--- src/rtl/qfs_pkg.sv ---
`timescale 1ns/1ps
package qfs_pkg;

  localparam int FLAG_W = 5;
  localparam int FLG_INVALID   = 0;
  localparam int FLG_DENORMAL  = 1;
  localparam int FLG_OVERFLOW  = 2;
  localparam int FLG_UNDERFLOW = 3;
  localparam int FLG_PRECISION = 4;

  typedef enum logic [2:0] {
    ST_IDLE,
    ST_MEMRD,
    ST_ISSUE,
    ST_WAIT,
    ST_DONE
  } qfs_state_e;

  typedef struct packed {
    logic loadOp;    // capture operands at start
    logic loadMem;   // capture memory operand
    logic loadAcc;   // capture returned result and flags
    logic opActive;  // operation runs its steps
  } qfs_strobe_t;

endpackage

--- src/rtl/qfs_ctrl.sv ---
`timescale 1ns/1ps
module qfs_ctrl
  import qfs_pkg::*;
#(
  parameter int STEPS  = 4,
  parameter int STEP_W = $clog2(STEPS)
) (
  input  logic              clk,
  input  logic              rstN,
  input  logic              startValid,
  input  logic              maskEnable,
  input  logic              maskBit0,
  output logic              startReady,
  output logic              memReq,
  input  logic              memAck,
  output logic              fmaReqValid,
  input  logic              fmaReqReady,
  output logic              fmaRspReady,
  input  logic              fmaRspValid,
  input  logic              unmaskedExc,
  output qfs_strobe_t       strobe,
  output logic [STEP_W-1:0] step,
  output logic              done,
  output logic              faultValid,
  output logic [STEP_W-1:0] faultStep
);

  localparam logic [STEP_W-1:0] LAST_STEP = STEP_W'(STEPS - 1);

  qfs_state_e state, stateNext;
  logic       activeReg;
  logic       faultReg;
  logic       startFire;
  logic       rspFire;

  assign startFire = (state == ST_IDLE) && startValid;
  assign rspFire   = (state == ST_WAIT) && fmaRspValid;

  always_comb begin
    stateNext = state;
    case (state)
      ST_IDLE:  if (startValid) stateNext = (!maskEnable || maskBit0) ? ST_MEMRD : ST_DONE;
      ST_MEMRD: if (memAck) stateNext = ST_ISSUE;
      ST_ISSUE: if (fmaReqReady) stateNext = ST_WAIT;
      ST_WAIT: begin
        if (fmaRspValid) begin
          if (unmaskedExc || step == LAST_STEP) stateNext = ST_DONE;
          else stateNext = ST_ISSUE;
        end
      end
      ST_DONE:  stateNext = ST_IDLE;
      default:  stateNext = ST_IDLE;
    endcase
  end

  always_ff @(posedge clk) begin
    if (!rstN) begin
      state     <= ST_IDLE;
      step      <= '0;
      activeReg <= 1'b0;
      faultReg  <= 1'b0;
      faultStep <= '0;
    end else begin
      state <= stateNext;
      if (startFire) begin
        activeReg <= !maskEnable || maskBit0;
        step      <= '0;
        faultReg  <= 1'b0;
        faultStep <= '0;
      end else if (rspFire) begin
        if (unmaskedExc) begin
          faultReg  <= 1'b1;
          faultStep <= step;
        end else if (step != LAST_STEP) begin
          step <= step + 1'b1;
        end
      end
    end
  end

  always_comb begin
    strobe          = '0;
    strobe.loadOp   = startFire;
    strobe.loadMem  = (state == ST_MEMRD) && memAck;
    strobe.loadAcc  = rspFire;
    strobe.opActive = activeReg;
  end

  assign startReady  = (state == ST_IDLE);
  assign memReq      = (state == ST_MEMRD);
  assign fmaReqValid = (state == ST_ISSUE);
  assign fmaRspReady = (state == ST_WAIT);
  assign done        = (state == ST_DONE);
  assign faultValid  = done && faultReg;

endmodule

--- src/rtl/qfs_datapath.sv ---
`timescale 1ns/1ps
module qfs_datapath
  import qfs_pkg::*;
#(
  parameter int DEST_W    = 512,
  parameter int VL        = 128,
  parameter int ELEM_W    = 32,
  parameter int STEPS     = 4,
  parameter int REG_IDX_W = 5,
  parameter int STEP_W    = $clog2(STEPS),
  parameter int BASE_W    = REG_IDX_W - STEP_W,
  parameter int MEM_W     = ELEM_W * STEPS
) (
  input  logic                 clk,
  input  logic                 rstN,
  input  qfs_strobe_t          strobe,
  input  logic [STEP_W-1:0]    step,
  input  logic [REG_IDX_W-1:0] srcIndex,
  input  logic                 negForm,
  input  logic                 zeroing,
  input  logic [1:0]           roundMode,
  input  logic [FLAG_W-1:0]    excMask,
  input  logic [DEST_W-1:0]    destIn,
  input  logic [MEM_W-1:0]     memData,
  input  logic [ELEM_W-1:0]    regLane0,
  input  logic [ELEM_W-1:0]    fmaRspResult,
  input  logic [FLAG_W-1:0]    fmaRspFlags,
  output logic [REG_IDX_W-1:0] regAddr,
  output logic [ELEM_W-1:0]    fmaAcc,
  output logic [ELEM_W-1:0]    fmaMulA,
  output logic [ELEM_W-1:0]    fmaMulB,
  output logic                 fmaReqNeg,
  output logic [1:0]           fmaRound,
  output logic                 unmaskedExc,
  output logic [DEST_W-1:0]    destOut,
  output logic [FLAG_W-1:0]    flagsOut
);

  logic [BASE_W-1:0] baseReg;
  logic              negReg;
  logic              zeroReg;
  logic [1:0]        roundReg;
  logic [FLAG_W-1:0] excMaskReg;
  logic [VL-1:0]     destReg;
  logic [MEM_W-1:0]  memReg;
  logic [ELEM_W-1:0] accReg;
  logic [FLAG_W-1:0] flagAcc;
  logic [ELEM_W-1:0] memElem [STEPS];
  logic [ELEM_W-1:0] lane0Result;

  for (genvar g = 0; g < STEPS; g++) begin : g_elem
    assign memElem[g] = memReg[g*ELEM_W +: ELEM_W];
  end

  always_ff @(posedge clk) begin
    if (!rstN) begin
      baseReg    <= '0;
      negReg     <= 1'b0;
      zeroReg    <= 1'b0;
      roundReg   <= '0;
      excMaskReg <= '0;
      destReg    <= '0;
      memReg     <= '0;
      accReg     <= '0;
      flagAcc    <= '0;
    end else begin
      if (strobe.loadOp) begin
        baseReg    <= srcIndex[REG_IDX_W-1:STEP_W];
        negReg     <= negForm;
        zeroReg    <= zeroing;
        roundReg   <= roundMode;
        excMaskReg <= excMask;
        destReg    <= destIn[VL-1:0];
        accReg     <= destIn[ELEM_W-1:0];
        flagAcc    <= '0;
      end
      if (strobe.loadMem) memReg <= memData;
      if (strobe.loadAcc) begin
        accReg  <= fmaRspResult;
        flagAcc <= flagAcc | fmaRspFlags;
      end
    end
  end

  assign regAddr     = {baseReg, step};
  assign fmaAcc      = accReg;
  assign fmaMulA     = regLane0;
  assign fmaMulB     = memElem[step];
  assign fmaReqNeg   = negReg;
  assign fmaRound    = roundReg;
  assign unmaskedExc = |(fmaRspFlags & ~excMaskReg);
  assign flagsOut    = flagAcc;

  always_comb begin
    if (strobe.opActive) lane0Result = accReg;
    else if (zeroReg)    lane0Result = '0;
    else                 lane0Result = destReg[ELEM_W-1:0];
  end

  always_comb begin
    destOut               = '0;
    destOut[VL-1:ELEM_W]  = destReg[VL-1:ELEM_W];
    destOut[ELEM_W-1:0]   = lane0Result;
  end

endmodule

--- src/rtl/quad_fma_sequencer.sv ---
`timescale 1ns/1ps
module quad_fma_sequencer
  import qfs_pkg::*;
#(
  parameter int DEST_W    = 512,
  parameter int VL        = 128,
  parameter int ELEM_W    = 32,
  parameter int STEPS     = 4,
  parameter int REG_IDX_W = 5,
  parameter int STEP_W    = $clog2(STEPS),
  parameter int MEM_W     = ELEM_W * STEPS
) (
  input  logic                 clk,
  input  logic                 rstN,
  input  logic                 startValid,
  output logic                 startReady,
  input  logic                 negForm,
  input  logic                 maskEnable,
  input  logic                 maskBit0,
  input  logic                 zeroing,
  input  logic [REG_IDX_W-1:0] srcIndex,
  input  logic [1:0]           roundMode,
  input  logic [FLAG_W-1:0]    excMask,
  input  logic [DEST_W-1:0]    destIn,
  output logic [REG_IDX_W-1:0] regAddr,
  input  logic [ELEM_W-1:0]    regLane0,
  output logic                 memReq,
  input  logic                 memAck,
  input  logic [MEM_W-1:0]     memData,
  output logic                 fmaReqValid,
  input  logic                 fmaReqReady,
  output logic [ELEM_W-1:0]    fmaAcc,
  output logic [ELEM_W-1:0]    fmaMulA,
  output logic [ELEM_W-1:0]    fmaMulB,
  output logic                 fmaReqNeg,
  output logic [1:0]           fmaRound,
  input  logic                 fmaRspValid,
  output logic                 fmaRspReady,
  input  logic [ELEM_W-1:0]    fmaRspResult,
  input  logic [FLAG_W-1:0]    fmaRspFlags,
  output logic                 done,
  output logic                 destWrite,
  output logic [DEST_W-1:0]    destOut,
  output logic                 faultValid,
  output logic [STEP_W-1:0]    faultStep,
  output logic [FLAG_W-1:0]    flagsOut
);

  qfs_strobe_t       strobe;
  logic [STEP_W-1:0] step;
  logic              unmaskedExc;

  qfs_ctrl #(.STEPS(STEPS), .STEP_W(STEP_W)) u_ctrl (
    .clk         (clk),
    .rstN        (rstN),
    .startValid  (startValid),
    .maskEnable  (maskEnable),
    .maskBit0    (maskBit0),
    .startReady  (startReady),
    .memReq      (memReq),
    .memAck      (memAck),
    .fmaReqValid (fmaReqValid),
    .fmaReqReady (fmaReqReady),
    .fmaRspReady (fmaRspReady),
    .fmaRspValid (fmaRspValid),
    .unmaskedExc (unmaskedExc),
    .strobe      (strobe),
    .step        (step),
    .done        (done),
    .faultValid  (faultValid),
    .faultStep   (faultStep)
  );

  qfs_datapath #(
    .DEST_W(DEST_W), .VL(VL), .ELEM_W(ELEM_W), .STEPS(STEPS),
    .REG_IDX_W(REG_IDX_W), .STEP_W(STEP_W)
  ) u_datapath (
    .clk          (clk),
    .rstN         (rstN),
    .strobe       (strobe),
    .step         (step),
    .srcIndex     (srcIndex),
    .negForm      (negForm),
    .zeroing      (zeroing),
    .roundMode    (roundMode),
    .excMask      (excMask),
    .destIn       (destIn),
    .memData      (memData),
    .regLane0     (regLane0),
    .fmaRspResult (fmaRspResult),
    .fmaRspFlags  (fmaRspFlags),
    .regAddr      (regAddr),
    .fmaAcc       (fmaAcc),
    .fmaMulA      (fmaMulA),
    .fmaMulB      (fmaMulB),
    .fmaReqNeg    (fmaReqNeg),
    .fmaRound     (fmaRound),
    .unmaskedExc  (unmaskedExc),
    .destOut      (destOut),
    .flagsOut     (flagsOut)
  );

  assign destWrite = done && !faultValid;

endmodule

--- config.mk ---
export PLATFORM = sky130hd
export DESIGN_NAME = quad_fma_sequencer
export DESIGN_NICKNAME = d
export VERILOG_FILES = /design/src/rtl/qfs_pkg.sv /design/src/rtl/qfs_ctrl.sv /design/src/rtl/qfs_datapath.sv /design/src/rtl/quad_fma_sequencer.sv
export SDC_FILE = /design/constraint.sdc
export NUM_CORES = 1
export LEC_CHECK = 0
export BUFFER_PORTS_ARGS = -buffer_cell sky130_fd_sc_hd__buf_2
export CAP_MARGIN = 25
export CORE_AREA = 2 2 522 524
export CTS_BUF_LIST = sky130_fd_sc_hd__clkbuf_16
export DETAILED_ROUTE_END_ITERATION = 12
export DIE_AREA = 0 0 524 526
export GPL_TIMING_DRIVEN = 0
export PLACE_DENSITY = 0.3
export SLEW_MARGIN = 10
export SYNTH_ARGS = -nofsm -noshare
export SYNTH_HDL_FRONTEND = slang
export SYNTH_SLANG_ARGS = --single-unit
--- constraint.sdc ---
create_clock -name clk -period 2.2 [get_ports clk]
set_input_delay 0.44 -clock clk [delete_from_list [all_inputs] [get_ports clk]]
set_output_delay 0.44 -clock clk [all_outputs]
set_load 0.1 [all_outputs]
Yosys cells after proc, flatten, opt, wreduce, memory -nomap -nowiden
Cells that the tools add are included.
- bitwise logic cells: 6
- div/mod/pow operators: 0
- shift-type cells: 0
- mux-type cells: 16
- $mul: 0
- reduce and logical (&&, ||, !) cells: 16
- equality and inequality tests: 10
- magnitude comparators: 1
- add/subtract/negate cells: 1
- operators by type and width (operator ; count):
    two-way mux 32 bit ; 6
    binary-select mux 32 bit (select 2 bit) ; 1
    two-way mux 3 bit ; 6
    one-hot mux 3 bit (4 select lines) ; 1
    two-way mux 5 bit ; 2
    equality test 3 x 2 -> 1 bit, second input constant ; 2
    inequality test 2 bit, second input constant ; 3
    AND 5 bit ; 1
    logical AND 1 bit ; 5
    inverter 5 bit ; 1
    bitwise OR 5 bit ; 1
    OR reduction 5 bit ; 1
    inequality test 2 x 1 -> 1 bit, second input constant ; 2
    AND reduction 4 bit ; 1
    equality test 3 x 1 -> 1 bit, second input constant ; 1
    equality test 3 bit, second input constant ; 1
    greater-or-equal comparator 3 bit, second input constant ; 1
    logical NOT 3 bit ; 1
    inverter 2 -> 3 bit ; 1
    AND reduction 3 bit ; 1
    adder 2 x 1 -> 2 bit, second input constant ; 1
    equality test 2 bit, second input constant ; 1
    logical NOT 1 bit ; 2
    logical OR 1 bit ; 2
    4 further kinds ; 5
- bits in read-only memories: 0
- register bits: 314
- output and inout bits: 630
- memories kept: 0
- input port bits: 731
- memory bits (writable): 0
- bits in latches: 0

Logic depth before layout (Yosys ltp)
Gate-level depths: netlist (run 1).
- word-level depth: 7
- mapped depth: 8
- mapped depth without buffers: 4

By module
Synthesis (run 1) repeated with hierarchy kept, for this count alone.
- cell total of the unflattened synthesis: 1757
- area total of the unflattened synthesis: 17385.4 um^2
- modules (own cells, without submodules) (module ; area each (um^2) ; cells each ; instances):
    qfs_datapath ; 16816.1 ; 1689 ; 1
    qfs_ctrl ; 555.5 ; 67 ; 1
    quad_fma_sequencer ; 13.8 ; 1 ; 1

Least setup slack after synthesis (run 1)
OpenSTA, ideal clock, no wires.
- kind: reg2out
- start: reg u_ctrl.state[1]
- end: out destWrite
- stages on the path, launching flop included: 4
- path buffers: 1
- setup slack: -2.496 ns
- arrival: 4.256 ns
- cells stage by stage: dfxtp_1 > buf_2 > nor3b_1 > nor2b_1
- word-level cells in the longest chain between the ends: 4
- RTL lines (element ; RTL line ; text):
    start: declaration ; qfs_ctrl.sv:30 ; qfs_state_e state, stateNext;
    start signal: assignment ; qfs_ctrl.sv:64 ; state <= stateNext;
    equality test 3 bit (*) ; qfs_ctrl.sv:93 ; assign done = (state == ST_DONE);
    net done ; quad_fma_sequencer.sv:41 ; output logic done,
    logical AND 1 bit ; qfs_ctrl.sv:94 ; assign faultValid = done && faultReg;
    logical NOT 1 bit ; quad_fma_sequencer.sv:103 ; assign destWrite = done && !faultValid;
    logical AND 1 bit (*) ; quad_fma_sequencer.sv:103 ;
    end: declaration ; quad_fma_sequencer.sv:42 ; output logic destWrite,
The timed path passes the listed nets; every way through them passes the cells marked *.

Final worst setup path (run 1)
- start: reg u_ctrl.step[0]
- end: out fmaMulB[26]
- word-level cells in the longest chain between the ends: 4
- RTL lines (element ; RTL line ; text):
    start: declaration ; qfs_ctrl.sv:22 ; output logic [STEP_W-1:0] step,
    start signal: assignment ; qfs_ctrl.sv:75 ; step <= step + 1'b1;
    inverter 2 -> 3 bit (implied by the code) ; qfs_datapath.sv:88 ; assign fmaMulB = memElem[step];
    binary-select mux 32 bit (select 2 bit) ; qfs_datapath.sv:88 ;
    two-way mux 32 bit (implied by the code) (2 in a row) ; qfs_datapath.sv:88 ;
    end: declaration ; quad_fma_sequencer.sv:34 ; output logic [ELEM_W-1:0] fmaMulB,
Every way passes these cells. The select of a mux whose other input is x is not followed.

==> results of run 1 <==
## per-stage QoR
step           utilization  setup slack, ns  instances  hold WS [ns]  area (sq um)
5_1_grt             0.1084          -0.3808       6741       0.02264         29250
2_1_floorplan            -          -0.5651       2365        0.4331         17540
4_1_cts             0.1079          -0.4258       6729      0.001018         29120
3_5_place_dp       0.09229           -1.291       6499        0.4467         24900
3_3_place_gp       0.09190           -1.529       6493        0.4383         24800
6_report            0.1085          -0.3021       6756       0.08193         29280
## worst max-delay path, delay by kind of cell (launching register included)
kind,cells,cell delay (ns)
mux,1,0.52
buf+inv,3,0.49
flops,1,0.43
## what timing repair did
action	CTS	global route
gates resized for setup	316	31
hold buffers	130	0
hold endpoints to repair	130	0
setup endpoints to repair	123	82
pin swaps	25	19
setup buffers	18	9
gates cloned	4	0
## Yosys cell counts, drive strengths merged, types with 2 or more instances
library cell / number / share of area
clkbuf: 49 / 0.011
nor2: 14 / 0.0034
a22oi: 5 / 0.0023
mux4: 32 / 0.045
nand2: 607 / 0.14
buf: 583 / 0.27
a31oi: 32 / 0.013
a21oi: 271 / 0.085
a21boi: 2 / 0.00094
nand3: 2 / 0.00063
nand2b: 3 / 0.0012
o21a: 2 / 0.00094
o21ai: 3 / 0.00094
mux2i: 4 / 0.0025
and2: 2 / 0.00078
dfxtp: 314 / 0.39
nor3: 4 / 0.0013
a22o: 32 / 0.018
inv: 7 / 0.0016
## cells by family after synthesis
| kind of cell | share of synthesized area |
|---|---|
| AOI/OAI and AO/OA | 0.1217 |
| and+or+nand+nor | 0.1536 |
| DFF | 0.3928 |
| buffers and inverters | 0.2826 |
| other | 0.0002343 |
| adders and majority gates | 0.0007817 |
| muxes | 0.04824 |
## sequential cells by signal (all words and copies together) (netlist names)
| signal | cells |
|---|---|
| u_datapath.baseReg | 3 |
| u_ctrl.activeReg | 1 |
| u_ctrl.state | 3 |
| u_datapath.fmaAcc | 32 |
| u_datapath.flagsOut | 5 |
| u_ctrl.faultReg | 1 |
| u_datapath.fmaReqNeg | 1 |
| u_datapath.zeroReg | 1 |
| u_datapath.excMaskReg | 5 |
| u_datapath.memReg | 128 |
| u_ctrl.faultStep | 2 |
| u_datapath.destReg | 128 |
| u_datapath.fmaRound | 2 |
| u_ctrl.step | 2 |
## final timing paths
path / to / slack [ns] / start / depth (start not counted)
max: fmaMulB[26] / -0.30 / u_ctrl.step[0] / 4
min: u_datapath.destReg[115] / 0.08 / destIn[115] / 3
max reg2reg: u_datapath.destReg[77] / 0.07 / u_ctrl.state[0] / 7
min reg2reg: u_datapath.destReg[122] / 0.45 / u_datapath.destReg[122] / 2
## per-layer routing
metal | vias to the layer above | track usage | share of wire | wire, um
met2 | 974 | 0.1344 | 0.42 | 53450
met4 | 22 | 0.02504 | 0.027 | 3436
met3 | 167 | 0.04627 | 0.13 | 16750
met1 | 7273 | 0.1072 | 0.42 | 53960
met5 | - | 0 | 0.0010 | 131
li1 | 7903 | - | - | -
## layout make-up
type                       instances  area, sq um  area share
sequential                       314         6302      0.2152
clock buffer                      47         1176     0.04016
clock inverter                    35        242.7    0.008289
tap                             3570         4467      0.1525
inverter                           7        26.28   0.0008973
buffer                           627         4651      0.1588
timing repair buffer             722         5393      0.1842
multi-input combinational       1412         6970      0.2380
antenna                           22        55.05    0.001880
## power groups by stage
stage	combinational, mW	sequential, mW	clock (mW)
floorplan	6.48	6.70	0
global placement	8.70	6.38	0
detailed placement	8.73	6.39	0
CTS	9.48	6.30	7.74
global route	9.81	6.34	7.92
finish	9.35	6.29	7.32
==> impl_metrics.py, run 1 <==
metrics = {
    "setup_path": {
        "cp_max_fo": 6,
        "path_cells": "buf_4, buf_16, mux4_2, buf_6",
        "slowest_delay_ns": 0.52,
        "cp-start-kind": "flop",
        "required_ns": 1.76,
        "cp.arrival_ns": 2.06,
        "worst_setup_path_end_kind": "output port",
        "slowest_stage": "mux4_2",
        "path_class": "flop to output port",
    },
    "timing": {
        "max_freq_ghz": 0.3997,
        "finalSetupViolations": 63,
        "slew_viol_final": 0,
        "finalSetupTns_ns": -12.35,
        "final.min_clock_period_ns": 2.502,
        "rsz0062_at_grt": "true",
        "finalClockSkew_ns": 0.1004,
        "setup_slack_ns": -0.3021,
        "finalCritPeriodShare": 1.137,
        "hold_violations": 0,
        "worst_pin_slew_ns": 0.8669,
        "relSlewSlack": 0.4221,
    },
    "cts": {
        "cts_tree": "yes",
        "clock_latency_ns": 0.68,
        "cts.sinks": 314,
        "root_buffer": "clkbuf_16",
        "cts.clk_slew.worst_paths_ns": 0.06,
        "cts.path.max_buffers": 3,
        "cts_buffers": 46,
        "h-tree-depth": 2,
    },
    "yosys": {
        "ys_seq_elements": 314,
        "ys_seq_area_frac": 0.3928,
        "ys.flop_type": "dfxtp_1",
        "avgSynthCellArea_sq_um": 8.074,
        "ys_warn_count": 0,
        "ys_types": 37,
        "async_reset_ff_frac": 0,
        "postSynthCellCount": 1982,
        "synth_edf_count": 0,
        "syn_area_sq_mm": 0.01600,
    },
    "power_and_ir_drop": {
        "comb_power_share": 0.407,
        "pwr-share-seq": 0.274,
        "share_clk_of_total_power": 0.319,
        "leakagePower_nw": 12.78,
        "power_density_mw_per_mm2": 784.2,
        "vdd_drop_max_mv": 0.4928,
        "total_power_mw": 22.96,
        "p_int_mw": 12.26,
        "power.switching_mw": 10.70,
        "sw_frac_of_total": 0.4661,
    },
    "floorplan": {
        "num_rows": 191,
        "core_area_sq_mm": 0.2698,
        "die_h_um": 526,
        "initial_core_util": 0.05931,
        "die_x_um": 524,
        "ios": 1361,
        "die_area_sq_mm": 0.2756,
    },
    "layout": {
        "fillers": 31497,
        "syn_to_final_growth_pct": 82.99,
        "final_nets": 3862,
        "most-common-layout-cells": "nand2_1, buf_4, buf_2",
        "drive_above_1_share": 0.4207,
        "mostFrequentLayoutCell": "nand2_1",
    },
    "drt": {
        "wire_per_inst_um": 18.91,
        "dr_total_vias": 16339,
        "drt_iter0_markers": 670,
        "via_per_inst": 2.418,
        "remaining_drc_errors": 0,
        "drt_wl_total_mm": 127.7,
        "antenna_left": 0,
        "drt_first_pass_iters": 5,
    },
    "run_status": {
        "violations": "negative setup slack",
        "status": "finished with violations",
    },
    "global_routing": {
        "grt_overflow": 0,
        "grt_pass1_wl_mm": 158.1,
        "grt_pass1_vias": 15932,
        "grt_antenna_before_repair": 94,
        "grt_start_max_net_pins": 20,
        "grt_usage": 0.08839,
    },
    "placed_design": {
        "hpwl_mm": 111.5,
        "io_buffers": 558,
        "finalWeightedCongestion": 0.7657,
    },
    "min_path": {
        "min_path_type": "primary input to flop",
    },
    "run": {
        "cap_violations": 0,
    },
}
Note: power is estimated with default switching activity, not from simulation.
==> run 2, diff against run 1 <==
--- a/config.mk
+++ b/config.mk
@@ -7,10 +7,10 @@
 export LEC_CHECK = 0
 export BUFFER_PORTS_ARGS = -buffer_cell sky130_fd_sc_hd__buf_2
 export CAP_MARGIN = 25
-export CORE_AREA = 2 2 522 524
+export CORE_AREA = 2 2 523 525
 export CTS_BUF_LIST = sky130_fd_sc_hd__clkbuf_16
 export DETAILED_ROUTE_END_ITERATION = 12
-export DIE_AREA = 0 0 524 526
+export DIE_AREA = 0 0 525 527
 export GPL_TIMING_DRIVEN = 0
 export PLACE_DENSITY = 0.3
 export SLEW_MARGIN = 10
==> impl_metrics.py, run 2 (synthesis gave the netlist of run 1 again) <==
metrics = {
    "floorplan": {
        "die_area_sq_mm": 0.2767,
        "die_h_um": 527,
        "ios": 1361,
        "initial_core_util": 0.05890,
        "die_x_um": 525,
        "num_rows": 192,
        "core_area_sq_mm": 0.2717,
    },
    "setup_path": {
        "worst_setup_path_end_kind": "output port",
        "path_class": "flop to output port",
        "slowest_stage": "mux4_2",
        "cp.arrival_ns": 2.12,
        "cp-start-kind": "flop",
        "r2r_slack_ns": 0.12,
        "slowest_delay_ns": 0.57,
        "path_cells": "buf_12, buf_12, mux4_2, buf_12",
        "r2r_start": "u_ctrl.state[0]",
        "cp_common_cell": "buf_12",
        "reg2regPathDepth": 7,
        "regToRegEndpoint": "u_datapath.fmaAcc[31]",
        "required_ns": 1.76,
        "cp_max_fo": 5,
    },
    "power_and_ir_drop": {
        "leakagePower_nw": 12.98,
        "vdd_drop_max_mv": 0.4724,
        "power_density_mw_per_mm2": 769.0,
    },
    "run_status": {
        "violations": "negative setup slack",
        "status": "finished with violations",
    },
    "timing": {
        "max_freq_ghz": 0.3901,
        "relSlewSlack": 0.2842,
        "finalClockSkew_ns": 0.01434,
        "worst_pin_slew_ns": 1.074,
        "finalSetupTns_ns": -11.62,
        "slew_viol_final": 0,
        "final.min_clock_period_ns": 2.564,
        "finalSetupViolations": 63,
        "finalCritPeriodShare": 1.165,
        "rsz0062_at_grt": "true",
        "hold_violations": 0,
        "setup_slack_ns": -0.3637,
    },
    "layout": {
        "final_nets": 3904,
        "utilization": 0.1099,
        "mostFrequentLayoutCell": "nand2_1",
        "most-common-layout-cells": "nand2_1, buf_4, buf_2",
        "syn_to_final_growth_pct": 86.57,
        "drive_above_1_share": 0.4170,
        "fillers": 31662,
    },
    "drt": {
        "dr.max_layer_used": "met5",
        "drt_iter0_markers": 645,
        "remaining_drc_errors": 0,
        "drt_first_pass_iters": 5,
        "via_per_inst": 2.429,
        "dr_total_vias": 16554,
        "dr_wl_met2_mm": 50.82,
        "antenna_left": 0,
        "wl_met3_mm": 18.66,
        "wire_per_inst_um": 18.83,
        "met1_length_mm": 56.08,
        "drt_wl_total_mm": 128.3,
    },
    "global_routing": {
        "grt_overflow": 0,
        "grt_pass1_vias": 16238,
        "grt_antenna_before_repair": 84,
        "grt_start_max_net_pins": 20,
        "grt_pass1_wl_mm": 161.9,
        "grt_usage": 0.08928,
    },
    "cts": {
        "cts.clk_slew.worst_paths_ns": 0.05,
        "cts.sinks": 314,
        "h-tree-depth": 2,
        "clock_latency_ns": 0.66,
        "cts_buffers": 45,
        "cts.path.max_buffers": 3,
        "cts_tree": "yes",
        "root_buffer": "clkbuf_16",
    },
    "min_path": {
        "hold_start": "memData[117]",
        "worstHoldEndpoint": "u_datapath.memReg[117]",
        "hold_depth": 3,
        "min_path_type": "primary input to flop",
    },
    "placed_design": {
        "finalWeightedCongestion": 0.7535,
        "hpwl_mm": 110.5,
        "io_buffers": 558,
    },
    "run": {
        "cap_violations": 0,
    },
}
==> run 2: how the worst max path moves through the flow <==
stage                           from         endpoint  slack [ns]  cells after the start
floorplan            u_ctrl.state[1]        destWrite       -0.57                      3
global placement      fmaRspFlags[0]  u_ctrl.faultReg       -1.96                      4
finish                u_ctrl.step[0]      fmaMulB[14]       -0.36                      4
global route          u_ctrl.step[0]      fmaMulB[14]       -0.48                      4
detailed placement  u_ctrl.activeReg       destOut[2]       -1.29                      5
CTS                   u_ctrl.step[0]      fmaMulB[13]       -0.48                      5
==> run 2: power by group <==
part	internal [mW]	switching, mW	leakage, nW
clock network	3.87	3.30	0.702
registers	6.04	0.260	2.57
logic	2.21	7.28	9.71
total	12.1	10.8	13.0
==> run 2: cell type report <==
cell class	instances	area, sq um	share of cell area
clock buffer	45	1126	0.03772
antenna	21	52.55	0.001760
clock inverter	36	252.7	0.008465
timing repair buffer	765	5896	0.1975
tap	3589	4491	0.1504
inverter	7	26.28	0.0008801
buffer	627	4723	0.1582
sequential	314	6305	0.2112
multi-input combinational	1412	6984	0.2339
==> run 2: stage by stage <==
step	hold WS [ns]	instances	worst slack, ns	area (sq um)	total power [mW]
finish	0.07066	6816	-0.3637	29860	22.96
global route	0.02200	6801	-0.4762	29820	24.03
CTS	0.0002836	6792	-0.4822	29720	23.49
floorplan	0.4331	2365	-0.5651	17540	13.17
detailed placement	0.4467	6520	-1.292	24950	15.13
global placement	0.4394	6512	-1.960	24820	15.09
==> run 2: per-layer routing <==
layer  vias to the layer above  track usage
li1                       7964            -
met1                      7459       0.1124
met2                       976       0.1282
met3                       133      0.05275
met4                        22      0.02091
met5                         -            0
==> run 2: timing repair <==
item / 4_1_cts / 5_1_grt
hold endpoints to repair: 170 / 0
cloned: 6 / 2
pin swaps: 34 / 8
setup endpoints to repair: 220 / 83
buffers inserted: 20 / 7
hold buffers: 169 / 0
resized for setup: 345 / 38
==> run 2: worst max-delay path: cells and delay by family (launching register included) <==
family | cells | cell delay [ns]
buffers and inverters | 3 | 0.48
DFF | 1 | 0.36
muxes | 1 | 0.57
==> run 3, diff against run 2 <==
--- a/config.mk
+++ b/config.mk
@@ -11,7 +11,7 @@
 export CTS_BUF_LIST = sky130_fd_sc_hd__clkbuf_16
 export DETAILED_ROUTE_END_ITERATION = 12
 export DIE_AREA = 0 0 525 527
-export GPL_TIMING_DRIVEN = 0
+export GPL_TIMING_DRIVEN = 1
 export PLACE_DENSITY = 0.3
 export SLEW_MARGIN = 10
 export SYNTH_ARGS = -nofsm -noshare
==> impl_metrics.py, run 3 (synthesis gave the netlist of run 1 again) <==
metrics = {
    "run_status": {
        "status": "finished with violations",
        "violations": "negative setup slack",
    },
    "drt": {
        "dr_total_vias": 14522,
        "drt_first_pass_iters": 5,
        "dr.max_layer_used": "met5",
        "antenna_left": 0,
        "remaining_drc_errors": 0,
        "drt_iter0_markers": 558,
        "via_per_inst": 2.321,
        "met1_length_mm": 39.94,
        "wl_met3_mm": 22.91,
        "dr_wl_met2_mm": 39.37,
        "drt_wl_total_mm": 105.9,
        "wire_per_inst_um": 16.92,
    },
    "cts": {
        "cts_buffers": 48,
        "cts.path.max_buffers": 3,
        "cts.sinks": 314,
        "cts.clk_slew.worst_paths_ns": 0.05,
        "root_buffer": "clkbuf_16",
        "clock_latency_ns": 0.68,
        "h-tree-depth": 2,
        "cts_tree": "yes",
    },
    "layout": {
        "mostFrequentLayoutCell": "nand2_1",
        "drive_above_1_share": 0.2995,
        "fillers": 31664,
        "final_nets": 3352,
        "finalInstanceArea_sq_mm": 0.02635,
        "most-common-layout-cells": "nand2_1, buf_2, conb_1",
        "syn_to_final_growth_pct": 64.66,
    },
    "placed_design": {
        "place_area_sq_mm": 0.02185,
        "io_buffers": 526,
        "hpwl_mm": 87.52,
        "finalWeightedCongestion": 0.7457,
    },
    "power_and_ir_drop": {
        "vdd_drop_max_mv": 0.4980,
        "leakagePower_nw": 10.28,
        "power_density_mw_per_mm2": 839.6,
    },
    "floorplan": {
        "core_area_sq_mm": 0.2717,
        "die_x_um": 525,
        "num_rows": 192,
        "initial_core_util": 0.05890,
        "die_h_um": 527,
        "ios": 1361,
        "die_area_sq_mm": 0.2767,
    },
    "global_routing": {
        "grt_start_max_net_pins": 69,
        "grt_antenna_before_repair": 47,
        "grt_overflow": 0,
        "grt_pass1_wl_mm": 134.2,
        "grt_usage": 0.07345,
        "grt_pass1_vias": 13865,
    },
    "timing": {
        "finalCritPeriodShare": 1.150,
        "final.min_clock_period_ns": 2.531,
        "rsz0062_at_grt": "true",
        "setup_slack_ns": -0.3308,
        "whs_ns": 0.07266,
        "hold_violations": 0,
        "worst_pin_slew_ns": 0.9108,
        "finalSetupViolations": 64,
        "slew_viol_final": 0,
        "finalClockSkew_ns": 0.07512,
        "relSlewSlack": 0.3928,
        "max_freq_ghz": 0.3951,
    },
    "setup_path": {
        "r2r_slack_ns": 0.12,
        "path_cells": "buf_12, buf_12, mux4_2, buf_12",
        "cp_common_cell": "buf_12",
        "cp.arrival_ns": 2.09,
        "slowest_stage": "mux4_2",
        "cp_max_fo": 7,
        "cp_top_family": "multiplexers",
        "required_ns": 1.76,
        "slowest_delay_ns": 0.60,
        "worst_setup_path_end_kind": "output port",
        "path_class": "flop to output port",
        "cp-start-kind": "flop",
        "critPathBufInv": 3,
    },
    "min_path": {
        "min_path_type": "primary input to flop",
    },
    "run": {
        "cap_violations": 0,
    },
}
[run 3: layout make-up]
class	instances	area, sq um	area share
clock buffers	49	1226	0.04653
well taps	3589	4491	0.1704
clock inverters	39	305.3	0.01159
diodes	10	25.02	0.0009497
multi-input cells	1412	7056	0.2678
inverters	7	33.78	0.001282
repair buffers	837	6900	0.2619
flip-flops and latches	314	6314	0.2396
[run 3: worst min-delay path, cell delays in order]
cell     delay, ns
buf_2         0.10
nand2_1       0.05
a21oi_1       0.05
[run 3: through the flow]
step	setup slack (ns)	instances	utilization	setup TNS (ns)	power, mW
2_1_floorplan	-0.5651	2365	-	-0.7505	13.17
3_3_place_gp	-0.2014	5919	0.08036	-5.184	14.06
3_5_place_dp	-0.2325	5920	0.08044	-1.968	14.07
4_1_cts	-0.4430	6242	0.09655	-17.85	22.71
5_1_grt	-0.4313	6251	0.09693	-17.96	23.20
6_report	-0.3308	6257	0.09698	-10.53	22.12
[run 3: power breakdown]
| group | switching, mW | total, mW | internal (mW) |
|---|---|---|---|
| registers | 0.233 | 6.27 | 6.04 |
| clock network | 3.25 | 7.65 | 4.40 |
| logic | 6.66 | 8.20 | 1.55 |
| total | 10.1 | 22.1 | 12.0 |
[run 3: path summary, 6_finish.rpt]
check                                         startpoint                 endpoint  depth (start not counted)
worst min-delay path                         memData[35]    u_datapath.memReg[35]                          3
worst max-delay path                      u_ctrl.step[0]              fmaMulB[15]                          4
worst min register to register   u_datapath.destReg[114]  u_datapath.destReg[114]                          2
worst max register to register  u_datapath.excMaskReg[3]           u_ctrl.step[0]                          5
[run 3: timing repair]
action	CTS	global route
setup endpoints to repair	82	103
hold buffers	211	0
endpoints found under the hold margin	216	0
gates cloned	3	0
pin swaps	33	7
gates resized for setup	101	15
buffers inserted	20	7
[run 3: per-layer routing]
layer,up-vias,GRT usage
met2,837,0.09811
met5,-,0
met4,34,0.02492
li1,6850,-
met1,6631,0.07830
met3,170,0.07178
